<file path="config.mk">
export PLATFORM = sky130hd
export DESIGN_NAME = evbuf_ptr_mgr
export DESIGN_NICKNAME = d
export VERILOG_FILES = /design/src/rtl/evbuf_pkg.sv /design/src/rtl/evbuf_len_table.sv /design/src/rtl/evbuf_wr_fsm.sv /design/src/rtl/evbuf_rd_fsm.sv /design/src/rtl/evbuf_ptr_mgr.sv
export SDC_FILE = /design/constraint.sdc
export NUM_CORES = 1
export LEC_CHECK = 0
export BUFFER_PORTS_ARGS = -buffer_cell sky130_fd_sc_hd__buf_2
export CORE_MARGIN = 5
export CORE_UTILIZATION = 55
export CTS_BUF_LIST = sky130_fd_sc_hd__clkbuf_16
export DETAILED_ROUTE_END_ITERATION = 8
export GPL_TIMING_DRIVEN = 0
export PLACE_DENSITY_LB_ADDON = 0.15
export SETUP_SLACK_MARGIN = 0.5
export SYNTH_ARGS = -nofsm -noshare
export SYNTH_HDL_FRONTEND = slang
export SYNTH_SLANG_ARGS = --single-unit
</file>
<file path="constraint.sdc">
create_clock -name clk -period 8.73 [get_ports clk]
set_clock_uncertainty 0.05 [all_clocks]
set_input_delay 0.873 -clock clk [delete_from_list [all_inputs] [get_ports clk]]
set_output_delay 0.873 -clock clk [all_outputs]
set_load 0.02 [all_outputs]
</file>
<file path="src/rtl/evbuf_pkg.sv">
package evbuf_pkg;
    typedef enum logic [0:0] {
        W_FILL = 1'b0,
        W_TOP  = 1'b1
    } wr_state_t;

    typedef enum logic [1:0] {
        R_EMPTY   = 2'd0,
        R_DATA    = 2'd1,
        R_DRAINED = 2'd2
    } rd_state_t;
endpackage

</file>
<file path="src/rtl/evbuf_len_table.sv">
module evbuf_len_table #(
    parameter int PAGE_W = 6,
    parameter int LEN_W  = 8
) (
    input  logic              clk,
    input  logic              rst_n,
    input  logic              we,
    input  logic [PAGE_W-1:0] waddr,
    input  logic [LEN_W-1:0]  wdata,
    input  logic [PAGE_W-1:0] raddr,
    output logic [LEN_W-1:0]  rdata
);
    localparam int PAGES = 1 << PAGE_W;

    logic [LEN_W-1:0] len_q [PAGES];

    // One register per page; each slot is rewritten only when its page is closed.
    for (genvar g = 0; g < PAGES; g++) begin : g_slot
        always_ff @(posedge clk or negedge rst_n) begin
            if (!rst_n)
                len_q[g] <= '0;
            else if (we && (waddr == PAGE_W'(g)))
                len_q[g] <= wdata;
        end
    end

    assign rdata = len_q[raddr];
endmodule

</file>
<file path="src/rtl/evbuf_wr_fsm.sv">
module evbuf_wr_fsm
    import evbuf_pkg::*;
#(
    parameter int PAGE_W = 6,
    parameter int WORD_W = 7
) (
    input  logic              clk,
    input  logic              rst_n,
    input  logic              wr_word,
    input  logic              wr_close,
    input  logic              wr_abort,
    input  logic              full,
    output logic [PAGE_W-1:0] page,
    output logic [WORD_W-1:0] word,
    output logic              we,
    output logic              len_we,
    output logic [WORD_W:0]   len_wdata,
    output logic              evt_ovf,
    output logic              pg_ovf
);
    localparam logic [WORD_W-1:0] WORD_MAX = {WORD_W{1'b1}};
    localparam logic [WORD_W:0]   PAGE_CAP = {1'b1, {WORD_W{1'b0}}};

    wr_state_t         st_q, st_d;
    logic [PAGE_W-1:0] page_d;
    logic [WORD_W-1:0] word_d;
    logic              eo_set, po_set;

    // State register
    always_ff @(posedge clk or negedge rst_n) begin
        if (!rst_n)
            st_q <= W_FILL;
        else
            st_q <= st_d;
    end

    // Next state and outputs. Priority: abort, then close, then word write.
    always_comb begin
        st_d      = st_q;
        page_d    = page;
        word_d    = word;
        we        = 1'b0;
        len_we    = 1'b0;
        len_wdata = (st_q == W_TOP) ? PAGE_CAP : {1'b0, word};
        eo_set    = 1'b0;
        po_set    = 1'b0;
        if (wr_abort) begin
            word_d = '0;
            st_d   = W_FILL;
        end else if (wr_close) begin
            word_d = '0;
            st_d   = W_FILL;
            if (full) begin
                eo_set = 1'b1;
            end else begin
                len_we = 1'b1;
                page_d = page + 1'b1;
            end
        end else if (wr_word) begin
            unique case (st_q)
                W_FILL: begin
                    we = 1'b1;
                    if (word == WORD_MAX)
                        st_d = W_TOP;
                    else
                        word_d = word + 1'b1;
                end
                W_TOP: begin
                    po_set = 1'b1;
                end
                default: st_d = W_FILL;
            endcase
        end
    end

    always_ff @(posedge clk or negedge rst_n) begin
        if (!rst_n) begin
            page    <= '0;
            word    <= '0;
            evt_ovf <= 1'b0;
            pg_ovf  <= 1'b0;
        end else begin
            page    <= page_d;
            word    <= word_d;
            evt_ovf <= evt_ovf | eo_set;
            pg_ovf  <= pg_ovf | po_set;
        end
    end
endmodule

</file>
<file path="src/rtl/evbuf_rd_fsm.sv">
module evbuf_rd_fsm
    import evbuf_pkg::*;
#(
    parameter int PAGE_W = 6,
    parameter int WORD_W = 7
) (
    input  logic              clk,
    input  logic              rst_n,
    input  logic              rd_word,
    input  logic              rd_release,
    input  logic              avail,
    input  logic [WORD_W:0]   len,
    output logic [PAGE_W-1:0] page,
    output logic [WORD_W-1:0] word,
    output logic              valid,
    output logic              done
);
    localparam logic [WORD_W-1:0] WORD_MAX = {WORD_W{1'b1}};

    rd_state_t         st_q, st_d;
    logic [PAGE_W-1:0] page_d;
    logic [WORD_W-1:0] word_d;
    logic [WORD_W:0]   cnt_q, cnt_d, cnt_inc;

    assign cnt_inc = cnt_q + 1'b1;

    // State register
    always_ff @(posedge clk or negedge rst_n) begin
        if (!rst_n)
            st_q <= R_EMPTY;
        else
            st_q <= st_d;
    end

    // Next state and outputs
    always_comb begin
        st_d   = st_q;
        page_d = page;
        word_d = word;
        cnt_d  = cnt_q;
        unique case (st_q)
            R_EMPTY: begin
                if (avail)
                    st_d = (len == '0) ? R_DRAINED : R_DATA;
            end
            R_DATA: begin
                if (rd_release) begin
                    page_d = page + 1'b1;
                    word_d = '0;
                    cnt_d  = '0;
                    st_d   = R_EMPTY;
                end else if (rd_word) begin
                    cnt_d = cnt_inc;
                    if (word != WORD_MAX)
                        word_d = word + 1'b1;
                    if (cnt_inc == len)
                        st_d = R_DRAINED;
                end
            end
            R_DRAINED: begin
                if (rd_release) begin
                    page_d = page + 1'b1;
                    word_d = '0;
                    cnt_d  = '0;
                    st_d   = R_EMPTY;
                end
            end
            default: st_d = R_EMPTY;
        endcase
    end

    always_ff @(posedge clk or negedge rst_n) begin
        if (!rst_n) begin
            page  <= '0;
            word  <= '0;
            cnt_q <= '0;
        end else begin
            page  <= page_d;
            word  <= word_d;
            cnt_q <= cnt_d;
        end
    end

    assign valid = (st_q == R_DATA);
    assign done  = (st_q == R_DRAINED);
endmodule

</file>
<file path="src/rtl/evbuf_ptr_mgr.sv">
module evbuf_ptr_mgr #(
    parameter int PAGE_W = 6,
    parameter int WORD_W = 7,
    localparam int PTR_W = PAGE_W + WORD_W,
    localparam int LEN_W = WORD_W + 1
) (
    input  logic             clk,
    input  logic             rst_n,
    input  logic             wr_word,
    input  logic             wr_close,
    input  logic             wr_abort,
    input  logic             rd_word,
    input  logic             rd_release,
    output logic [PTR_W-1:0] wr_ptr,
    output logic             wr_we,
    output logic [PTR_W-1:0] rd_ptr,
    output logic [LEN_W-1:0] rd_len,
    output logic             rd_valid,
    output logic             rd_done,
    output logic             full,
    output logic             empty,
    output logic             evt_avail,
    output logic             evt_ovf,
    output logic             pg_ovf
);
    logic [PAGE_W-1:0] wpage, rpage, wpage_inc;
    logic [WORD_W-1:0] wword, rword;
    logic              len_we;
    logic [LEN_W-1:0]  len_wdata;

    assign wpage_inc = wpage + 1'b1;
    assign full      = (wpage_inc == rpage);
    assign evt_avail = (wpage != rpage);
    assign empty     = ~evt_avail;
    assign wr_ptr    = {wpage, wword};
    assign rd_ptr    = {rpage, rword};

    evbuf_wr_fsm #(.PAGE_W(PAGE_W), .WORD_W(WORD_W)) u_wr (
        .clk       (clk),
        .rst_n     (rst_n),
        .wr_word   (wr_word),
        .wr_close  (wr_close),
        .wr_abort  (wr_abort),
        .full      (full),
        .page      (wpage),
        .word      (wword),
        .we        (wr_we),
        .len_we    (len_we),
        .len_wdata (len_wdata),
        .evt_ovf   (evt_ovf),
        .pg_ovf    (pg_ovf)
    );

    evbuf_len_table #(.PAGE_W(PAGE_W), .LEN_W(LEN_W)) u_len (
        .clk   (clk),
        .rst_n (rst_n),
        .we    (len_we),
        .waddr (wpage),
        .wdata (len_wdata),
        .raddr (rpage),
        .rdata (rd_len)
    );

    evbuf_rd_fsm #(.PAGE_W(PAGE_W), .WORD_W(WORD_W)) u_rd (
        .clk        (clk),
        .rst_n      (rst_n),
        .rd_word    (rd_word),
        .rd_release (rd_release),
        .avail      (evt_avail),
        .len        (rd_len),
        .page       (rpage),
        .word       (rword),
        .valid      (rd_valid),
        .done       (rd_done)
    );
endmodule

</file>
* After elaboration in Yosys (flattened, before gate mapping)
Index checks and enable logic that the tools add are counted.
** Word-level totals
- Input port bits :: 7
- Logic and storage cells :: 282
- Output and inout bits :: 42
- Register bits :: 551
** Cells by class
- Reduce and logical (&&, ||, !) cells :: 76
- Muxes and demuxes :: 44
- $lt $le $gt $ge :: 1
- Bitwise logic cells :: 6
- Equal/unequal tests :: 77
- $add $sub $neg :: 5
** Operator list (count)
- == test 6 bit (second input constant) :: 32
- == test 6 x 5 -> 1 bit (second input constant) :: 16
- logical AND 1 bit :: 64
- 2-to-1 mux 7 bit :: 9
- binary-select mux 8 bit (select 6 bit) :: 1
- == test 6 x 4 -> 1 bit (second input constant) :: 8
- 2-to-1 mux 8 bit :: 6
- == test 6 x 3 -> 1 bit (second input constant) :: 4
- 2-to-1 mux 1 bit :: 19
- case mux 8 bit (2 select lines) :: 1
- adder 7 x 1 -> 7 bit (second input constant) :: 2
- case mux 7 bit (2 select lines) :: 1
- adder 6 x 1 -> 6 bit (second input constant) :: 2
- == test 6 x 2 -> 1 bit (second input constant) :: 2
- 2-to-1 mux 2 bit :: 6
- != test 3 bit (second input constant) :: 3
- AND reduction 3 bit :: 3
- adder 8 x 1 -> 8 bit (second input constant) :: 1
- == test 8 bit :: 1
- zero test 8 bit :: 1
- AND reduction 4 bit :: 2
- == test 7 bit (second input constant) :: 1
- >= comparator 7 bit (second input constant) :: 1
- != test 7 bit (second input constant) :: 1
- other kinds (17) :: 22

* Logic depth before layout (Yosys ltp)
Gate-level depths: netlist of the first run.
- Depth after elaboration :: 9
- Gate-level depth with buffers :: 12
- Gate-level depth less buffers :: 10

* Modules after synthesis
From an unflattened synthesis of the first run, not the netlist that was laid out.
** Second synthesis, totals
- Cell total of the unflattened synthesis :: 1779
- Area total of the unflattened synthesis :: 26116.3 sq um
** By module, submodules not included
- evbuf_len_table :: instances 1, cells an instance 1509, seq. area each 12812.3 sq um, area each 23572.6 sq um
- evbuf_rd_fsm :: instances 1, cells an instance 165, seq. area each 575.6 sq um, area each 1496.4 sq um
- evbuf_wr_fsm :: instances 1, cells an instance 76, seq. area each 400.4 sq um, area each 830.8 sq um
- evbuf_ptr_mgr :: instances 1, cells an instance 29, seq. area each 0.0 sq um, area each 216.5 sq um

* Least setup slack after synthesis of the first run
OpenSTA, ideal clock, no wires.
- Path type :: register to output
- Start point :: register u_rd.page[0]
- End point :: output port rd_len[2]
- Stages on the path, launching flop included :: 10
- Arrival :: 2.318 ns
- Path slack :: 5.489 ns
- Buffers on the path :: 4
- Data required time :: 7.807 ns
- Cell sequence :: dfrtp_1 > buf_6 > buf_2 > buf_6 > buf_2 > mux2i_1 > o221ai_1 > a211o_1 > nand3_1 > o21ai_0
** On the way
- Longest elaborated chain between the ends :: 4
** RTL lines
- start: declaration :: line evbuf_rd_fsm.sv:13 : output logic [PAGE_W-1:0] page,
- start signal: assignment :: line evbuf_rd_fsm.sv:78 : page <= page_d;
- NOT 6 -> 7 bit (implied by the code) :: line evbuf_len_table.sv:27 : assign rdata = len_q[raddr];
- binary-select mux 8 bit (select 6 bit) :: line evbuf_len_table.sv:27
- 2-to-1 mux 8 bit (implied by the code) (2 in series) :: line evbuf_len_table.sv:27
- end: declaration :: line evbuf_ptr_mgr.sv:17 : output logic [LEN_W-1:0] rd_len,
No other way between the ends. The select of a mux whose other input is x is not followed.

* Final worst setup path of the first run
- Start point :: register u_rd.page[1]
- End point :: output port rd_len[4]
The elaborated chain is that of the path after synthesis.

==> results by stage, run 1 <==
Status:
- The run finished with clean final reports.

Yosys:
- The cell area after synthesis is 25790 sq um.
- A synthesized cell averages 12.38 sq um.
- The share of synthesized flip-flops with an asynchronous set or reset is 100.0%.
- The XOR/XNOR share of the synthesized area is 1.121%.
- For this run, the number of Yosys warnings is 0.
- The number of nets produced by synthesis is 2101.
- The number of flops mapped to enable cells by yosys is 0.
- The largest family of logic cells by synthesized area is multiplexers.
- After technology mapping, the gate count stands at 2083.
- Of the total synthesized cell area, the portion taken by AND, OR, NAND and NOR gates is 8.247%.
- The complex-gate fraction of the synthesized area is 8.660%.
- The synthesized design contains 551 register bits.
- In the synthesized netlist, mux cells make up 24.80% of the area.
- After synthesis, the netlist uses 70 different library cells.
- For this run, the leading register cell type out of synthesis is sky130_fd_sc_hd__dfrtp_1.
- After Yosys synthesis, full adders, half adders and majority gates account for 0.5336% of the synthesized area.
- The sequential fraction of the synthesis area is 53.46%.

STA:
- The final worst slack is 3.014 ns.
- Setup repair after global routing left no endpoint under its margin.
- The portion of the clock cycle consumed by the worst path in the final layout is 65.47%.
- The count of endpoints failing setup in the final report is 0.
- The number of pins exceeding their max-slew limit in the final report is 0.
- The final number of hold-violating endpoints is 0.
- The worst pin sits at a relative slew slack of 4.804%.
- At the pin with the least slew margin, the transition time is 1.428 ns.
- Derived from the worst setup path, the maximum achievable clock frequency is 175.0 MHz.
- The time the final worst path needs with I/O delays and setup is 5.716 ns.
- The worst hold slack after final layout is 0.1833 ns.

GRT:
- The global-route wire length before repair is 124600 um.
- The overall routing resource usage is 33.31%.
- The via count of the first global-routing pass is 18661.
- The initial antenna violation count is 1.
- The largest net degree at the start of global routing is 122.
- For this run the aggregate overflow at the end of global routing stands at 0.

Clock network:
- The tree built by TritonCTS fans out to 551 sinks.
- Clock-pin slew was measured on the worst setup and hold paths at 0.06 ns.
- The number of buffers inserted during clock tree synthesis is 58.
- The clock latency of the later-clocked register in the worst-skew pair is 0.63 ns.
- The number of H-tree branching levels is 2.
- The tree is rooted in a sky130_fd_sc_hd__clkbuf_16.
- The count of hold buffers inserted by post-cts repair is 0.
- The number of gates resized after cts is 0.
- The clock passes through at most 3 buffers.
- TritonCTS built the clock tree.
- The post-CTS setup buffer count is 0.

Floorplanning:
- From left edge to right edge, the die measures 226.5 um.
- The core region is 46460 sq um.
- The floorplan has 79 rows.
- The number of top-level pins is 49.
- From bottom edge to top edge, the die measures 226.5 um.
- The die covers 51320 sq um.
- The initial cell density of the core is 55.52%.

Placement:
- Timing analysis after detailed placement gives a worst setup slack of 3.856 ns.
- Detailed placement finished with a half-perimeter wire length of 58970 um.
- Including well taps, the total number of placed cells is 2743.
- The count of buffers added on input and output ports is 48.
- The congestion estimate from routability-driven global placement came to 0.9518.

Worst setup path:
- Setup slack on the worst reg-to-reg path comes out at 3.93 ns.
- Traced cell by cell, the critical path runs through buf_2 > clkbuf_1 > buf_2 > mux4_2 > mux2i_1 > o211ai_1 > a32oi_1 > inv_2 > buf_2.
- In this run the critical register-to-register path is launched from u_rd.page[1]$_DFFE_PN0P_.
- The family of cells with the greatest summed delay on the critical path is buffers and inverters.
- The critical path endpoint category is an output pin.
- Of all nets on the critical path, the largest fanout is 10.
- The type of element launching the critical path is a flip-flop.
- The cell count of the worst reg-to-reg path is 11.
- Data on the critical path is required at its endpoint by 7.81 ns.
- By startpoint and endpoint, the worst setup path is classified as reg2out.
- On the worst path, the slowest cell contributes a delay of 0.98 ns.
- The reg-to-reg critical path endpoint is u_rd.st_q[0]$_DFFE_PN0P_.
- The cell type with the highest occurrence count on the critical path is sky130_fd_sc_hd__buf_2.
- The slowest cell on the critical path is sky130_fd_sc_hd__clkbuf_1.
- Counting both buffers and inverters, the worst setup path holds a total of 5.
- For the worst setup path, the data arrival time is 4.79 ns.

Power and ir drop:
- The worst IR drop on VDD is 0.2185 mV.
- The total leakage power is 13.22 nW.
- Power spread over the standard cell area amounts to 284.0 nW/um^2.

Worst hold path:
- The kind of path behind the tightest hold check is in2async.

Final layout:
- The post-synthesis to final-layout area growth is 11.30%.
- The library cell used most frequently in the layout, excluding fill and tap cells, is sky130_fd_sc_hd__dfrtp_1.
- The non-filler instance count after layout is 2850.
- The ratio of cells with drive above 1 in the final layout is 27.89%.
- At the end of the flow, the number of nets in the layout was 2214.
- The filler cell count in the final layout is 3748.
- In the layout the commonest cells are sky130_fd_sc_hd__dfrtp_1 (551), sky130_fd_sc_hd__mux2_2 (319), sky130_fd_sc_hd__nand2_1 (274), sky130_fd_sc_hd__o21ai_0 (191), sky130_fd_sc_hd__clkbuf_1 (117).

Route:
- The final routed wirelength across all metal layers is 84390 um.
- Using the TritonRoute via totals, the vias-per-cell ratio works out to 6.500.
- The first routing iteration left 2064 violations.
- In the routed design, unresolved DRC markers number 0.
- The wire length per cell is 29.61 um.
- The total number of vias is 18526.
- The detail route stage leaves a number of antenna-violating nets equal to 0.
- Before antenna repair, the detailed router went through 6 iterations.

Job:
- Max-cap violations in this run came to 0.
metrics by stage:
step | total power [W] | TNS (ns) | utilization, % | instance area [sq um]
floorplan | 0.004616 | 0 | - | 25790
global placement | 0.005718 | -2294.19 | 57.67 | 26790
detailed placement | 0.005779 | 0 | 57.99 | 26940
CTS | 0.008090 | 0 | 61.78 | 28700
global route | 0.008406 | 0 | 61.78 | 28700
finish | 0.008152 | 0 | 61.79 | 28710
report_power, final:
group          internal (W)  switching, W
Sequential          0.00283      0.000200
Clock               0.00130       0.00103
Combinational      0.000888       0.00190
kinds of logic (layout without fill, tap and decap cells):
group | after synthesis | in the layout
flops | 551 | 551
mux | 477 | 477
simple gates | 465 | 465
compound gates | 366 | 366
buf+inv | 180 | 338
xor+xnor | 33 | 33
fa+ha+maj | 11 | 11
other cells | 0 | 2
state kept, by name (all words and copies together) (netlist names):
signal,flops
u_wr.st_q,1
u_len.len_q,512
u_wr.word,7
u_wr.page,6
u_rd.st_q,2
u_rd.cnt_q,8
u_rd.word,7
u_wr.evt_ovf,1
u_wr.pg_ovf,1
u_rd.page,6
cell type report:
cell class | count | area, sq um | share of cell area, %
flip-flops and latches | 551 | 13790 | 48.03
multi-input cells | 1352 | 11180 | 38.96
clock buffers | 61 | 1526 | 5.318
well taps | 607 | 759.5 | 2.646
plain buffers | 163 | 758.2 | 2.641
repair buffers | 53 | 387.9 | 1.351
clock inverters | 44 | 232.7 | 0.8107
inverters | 17 | 63.81 | 0.2223
diodes | 2 | 5.005 | 0.01744
synth_stat cells, types with 17 or more instances:
cell type	number	area [sq um]
sky130_fd_sc_hd__nor2_2	30	187.7
sky130_fd_sc_hd__buf_2	24	120.1
sky130_fd_sc_hd__mux2i_1	57	570.6
sky130_fd_sc_hd__clkbuf_1	117	439.2
sky130_fd_sc_hd__o221ai_1	17	148.9
sky130_fd_sc_hd__mux2_2	319	3592
sky130_fd_sc_hd__a21oi_1	19	95.09
sky130_fd_sc_hd__a22oi_1	17	127.6
sky130_fd_sc_hd__nand2_1	274	1028
sky130_fd_sc_hd__nor2_1	34	127.6
sky130_fd_sc_hd__xnor2_1	26	227.7
sky130_fd_sc_hd__nor2b_1	22	137.6
sky130_fd_sc_hd__nand3_1	29	145.1
sky130_fd_sc_hd__dfrtp_1	551	13790
sky130_fd_sc_hd__o21ai_0	191	955.9
sky130_fd_sc_hd__mux4_2	97	2185
sky130_fd_sc_hd__o21ai_1	40	200.2
routing by layer:
layer	vias up	track usage (%)	routed length, um
li1	7728	-	-
met1	9591	45.36	33500
met2	961	50.03	37770
met3	246	9.309	8311
met4	0	16.01	4810
met5	-	0	0
worst max-delay path by stage:
stage,to,cells past startpoint,from,slack (ns)
floorplan,rd_len[2],9,u_rd.page[0]$_DFFE_PN0P_,5.49
CTS,rd_len[4],9,u_rd.page[1]$_DFFE_PN0P_,3.18
finish,rd_len[4],9,u_rd.page[1]$_DFFE_PN0P_,3.01
global placement,u_len.len_q[462]$_DFFE_PN0P_,1,rst_n,-4.25
global route,rd_len[4],9,u_rd.page[1]$_DFFE_PN0P_,3.01
detailed placement,rd_len[5],9,u_rd.page[1]$_DFFE_PN0P_,3.86
Note: power is estimated with default switching activity, not from simulation.
==> run 2: changes to the inputs <==
==> constraint.sdc (replaced) <==
create_clock -name clk -period 5.05 [get_ports clk]
set_clock_uncertainty 0.05 [all_clocks]
set_input_delay 0.505 -clock clk [delete_from_list [all_inputs] [get_ports clk]]
set_output_delay 0.505 -clock clk [all_outputs]
set_load 0.02 [all_outputs]
==> results by stage, run 2 (synthesis results as in run 1) <==
Final layout:
- The ratio of cells with drive above 1 in the final layout came to 28.32% (was 27.89%).
- The most common cell after layout, fill and taps aside was sky130_fd_sc_hd__dfrtp_1 (unchanged).
- The flip-flop count of the largest register, all copies and words added was 512 (unchanged).
- The largest register by flop count is u_len.len_q (unchanged).
- The post-synthesis to final-layout area growth is 11.55% (was 11.30%).
- The non-filler instance count after layout is 2851 (was 2850).
- Commonest non-fill, non-tap cells in the layout: sky130_fd_sc_hd__dfrtp_1 (551), sky130_fd_sc_hd__mux2_2 (319), sky130_fd_sc_hd__nand2_1 (274), sky130_fd_sc_hd__o21ai_0 (191), sky130_fd_sc_hd__clkbuf_1 (112) (was sky130_fd_sc_hd__dfrtp_1 (551), sky130_fd_sc_hd__mux2_2 (319), sky130_fd_sc_hd__nand2_1 (274), sky130_fd_sc_hd__o21ai_0 (191), sky130_fd_sc_hd__clkbuf_1 (117)).
- Top flop regs: u_len.len_q x512, u_rd.cnt_q x8 (unchanged).
- The number of nets in the layout is 2215 (was 2214).
- The filler cell count in the final layout came to 3749 (was 3748).

GRT:
- The largest net degree at the start of global routing is 122 (unchanged).
- The met2 demand-to-capacity share in global routing is 50.62% (was 50.03%).
- The overall routing resource usage is 33.34% (was 33.31%).
- The busiest layer in global routing is met2 (unchanged).
- The initial antenna violation count is 0 (was 1).
- The global routing usage on met1 is 45.44% (was 45.36%).
- The global route total overflow is 0 (unchanged).
- The routing usage on met3 came to 9.102% (was 9.309%).
- The via count of the first global-routing pass came to 18687 (was 18661).
- The global-route wire length before repair is 124700 um (was 124600 um).

STA:
- The headroom to the max-slew limit is 28.04% (was 4.804%).
- Based on the critical path, the design can be clocked at up to 219.5 MHz.
- Of the available clock period, the critical path in the final layout requires 90.20%.
- The final number of hold-violating endpoints came to 0 (unchanged).
- The aggregate negative setup slack came to 0 ns (unchanged).
- Unrepaired setup endpoints after global routing: false (unchanged).
- The pin slew with the least headroom to its limit is 1.075 ns (was 1.428 ns).
- The worst hold slack after final layout is 0.09615 ns (was 0.1833 ns).
- Subtracting the final worst setup slack from the clock period gives 4.555 ns.
- The number of pins exceeding their max-slew limit in the final report is 0 (unchanged).
- The count of endpoints failing setup in the final report came to 0 (unchanged).

Worst setup path:
- The critical path endpoint category was an output pin (unchanged).
- The path type of the worst setup path is reg2out (unchanged).
- The arrival time at the worst endpoint was 4.00 ns (was 4.79 ns).
- The required time of the critical path is 4.49 ns (was 7.81 ns).
- The type of element launching the critical path is a flip-flop (unchanged).
- The largest fanout of any net on the critical path is 10 (unchanged).

Power and ir drop:
- The total leakage power is 13.26 nW (was 13.22 nW).
- The power density relative to cell area came to 491.2 nW/um^2 (was 284.0 nW/um^2).
- The overall power consumption is 0.01413 W (was 0.008152 W).
- The worst IR drop on VDD came to 0.3847 mV (was 0.2185 mV).

Route:
- The vias per cell came to 6.506 (was 6.500).
- The number of routed nets with antenna violations came to 0 (unchanged).
- The total iterations of the first detailed-routing run is 7 (was 6).
- The first-iteration detailed-routing DRC count is 2113 (was 2064).
- The final routed wirelength across all metal layers was 84450 um (was 84390 um).
- The total number of vias came to 18550 (was 18526).
- The number of design rule violations left after detail routing is 0 (unchanged).
- The wire length per cell is 29.62 um (was 29.61 um).

Clock network:
- The number of H-tree branching levels was 2 (unchanged).
- The clock tree root driver cell is sky130_fd_sc_hd__clkbuf_16 (unchanged).
- The clock tree from TritonCTS is yes (unchanged).
- The clock latency of the later-clocked register in the worst-skew pair is 0.63 ns (about the same).
- The number of buffers inserted during clock tree synthesis came to 58 (unchanged).
- The post-CTS setup buffer count is 0 (unchanged).
- The number of clock sinks seen by CTS came to 551 (unchanged).
- The clock slew at the register clock pins of the worst setup and hold paths is 0.06 ns (about the same).
- The maximum number of buffers from clock root to sink is 3 (unchanged).

Placement:
- The instance count after placement with tap cells included is 2743 (unchanged).
- The number of port buffers came to 48 (unchanged).
- The placed wire-length estimate is 58970 um (unchanged).
- The final weighted congestion in routability-driven placement is 0.9518 (unchanged).

Floorplanning:
- The count of standard-cell rows is 79 (unchanged).
- The overall die height was 226.5 um (unchanged).
- The area of the die came to 51320 sq um (unchanged).
- The initial cell density of the core is 55.52% (unchanged).
- The number of top-level pins came to 49 (unchanged).
- The horizontal extent of the die is 226.5 um (unchanged).
- The placeable core region is 46460 sq um (unchanged).

Worst hold path:
- The kind of path behind the tightest hold check was in2reg (was in2async).

Status:
- Result of the run: complete, no violations (unchanged).

Job:
- The count of max-cap constraint violations is 0 (unchanged).
## run 2: cell types whose count changed in the layout (fill, tap and decap cells not counted), moves of 3 or more
cell / change
sky130_fd_sc_hd__buf_4: +6
sky130_fd_sc_hd__clkbuf_2: +4
sky130_fd_sc_hd__clkbuf_1: -5
sky130_fd_sc_hd__clkbuf_4: +5
sky130_fd_sc_hd__buf_1: -3
sky130_fd_sc_hd__buf_2: -8
## run 2: report_power, final
part	internal (W)	switching, W	leakage [nW]
clock	0.00225	0.00178	0.937
sequential	0.00489	0.000347	7.58
combinational	0.00157	0.00329	4.74
total	0.00871	0.00542	13.3
## run 2: repair_timing
item	4_1_cts	5_1_grt
endpoints found under the setup margin	10	74
resized for setup	22	12
hold buffers	1	0
endpoints found under the hold margin	73	0
## run 2: layout make-up
type / instances / area [sq um] / share of cell area (%)
diodes: 2 / 5.005 / 0.01740
plain buffers: 163 / 802.0 / 2.788
well taps: 607 / 759.5 / 2.640
clock buffers: 61 / 1526 / 5.306
multi-input cells: 1352 / 11190 / 38.91
clock inverters: 44 / 232.7 / 0.8089
flip-flops and latches: 551 / 13790 / 47.93
repair buffers: 54 / 397.9 / 1.383
inverters: 17 / 63.81 / 0.2218
## run 2: worst paths after layout
| kind | start | to | slack, ns | cells after the start |
|---|---|---|---|---|
| min in group asynchronous | rst_n | u_len.len_q[221]$_DFFE_PN0P_ | 0.40 | 2 |
| hold reg to reg | u_len.len_q[461]$_DFFE_PN0P_ | u_len.len_q[461]$_DFFE_PN0P_ | 0.42 | 2 |
| setup reg to reg | u_wr.page[1]$_DFFE_PN0P_ | u_len.len_q[217]$_DFFE_PN0P_ | 0.72 | 9 |
| setup / recovery | u_rd.page[1]$_DFFE_PN0P_ | rd_len[7] | 0.49 | 9 |
| max in group asynchronous | rst_n | u_len.len_q[431]$_DFFE_PN0P_ | 3.00 | 4 |
| hold / removal | wr_close | u_wr.evt_ovf$_DFF_PN0_ | 0.1 | 2 |
## run 2: worst max-delay path: stages (launching register included)
cell	delay (ns)
sky130_fd_sc_hd__dfrtp_1	0.38
sky130_fd_sc_hd__buf_2	0.33
sky130_fd_sc_hd__buf_2	0.46
sky130_fd_sc_hd__buf_4	0.45
sky130_fd_sc_hd__mux4_2	0.43
sky130_fd_sc_hd__mux2i_1	0.36
sky130_fd_sc_hd__nor2_1	0.11
sky130_fd_sc_hd__o22ai_1	0.40
sky130_fd_sc_hd__o21ai_1	0.21
sky130_fd_sc_hd__buf_2	0.21
## run 2: metrics by stage
step | worst slack [ns] | utilization [%] | cell area, sq um
after floorplan | 1.866 | - | 25790
after global placement | -7.562 | 57.67 | 26790
after detailed placement | 0.4713 | 57.99 | 26940
after CTS | 0.4246 | 61.88 | 28750
after global routing | 0.5088 | 61.91 | 28760
final | 0.4950 | 61.93 | 28770
## run 2: routing by layer
metal / vias to the layer above / wire, um
li1: 7728 / -
met1: 9645 / 33510
met2: 948 / 38080
met3: 227 / 8283
met4: 2 / 4507
met5: - / 69
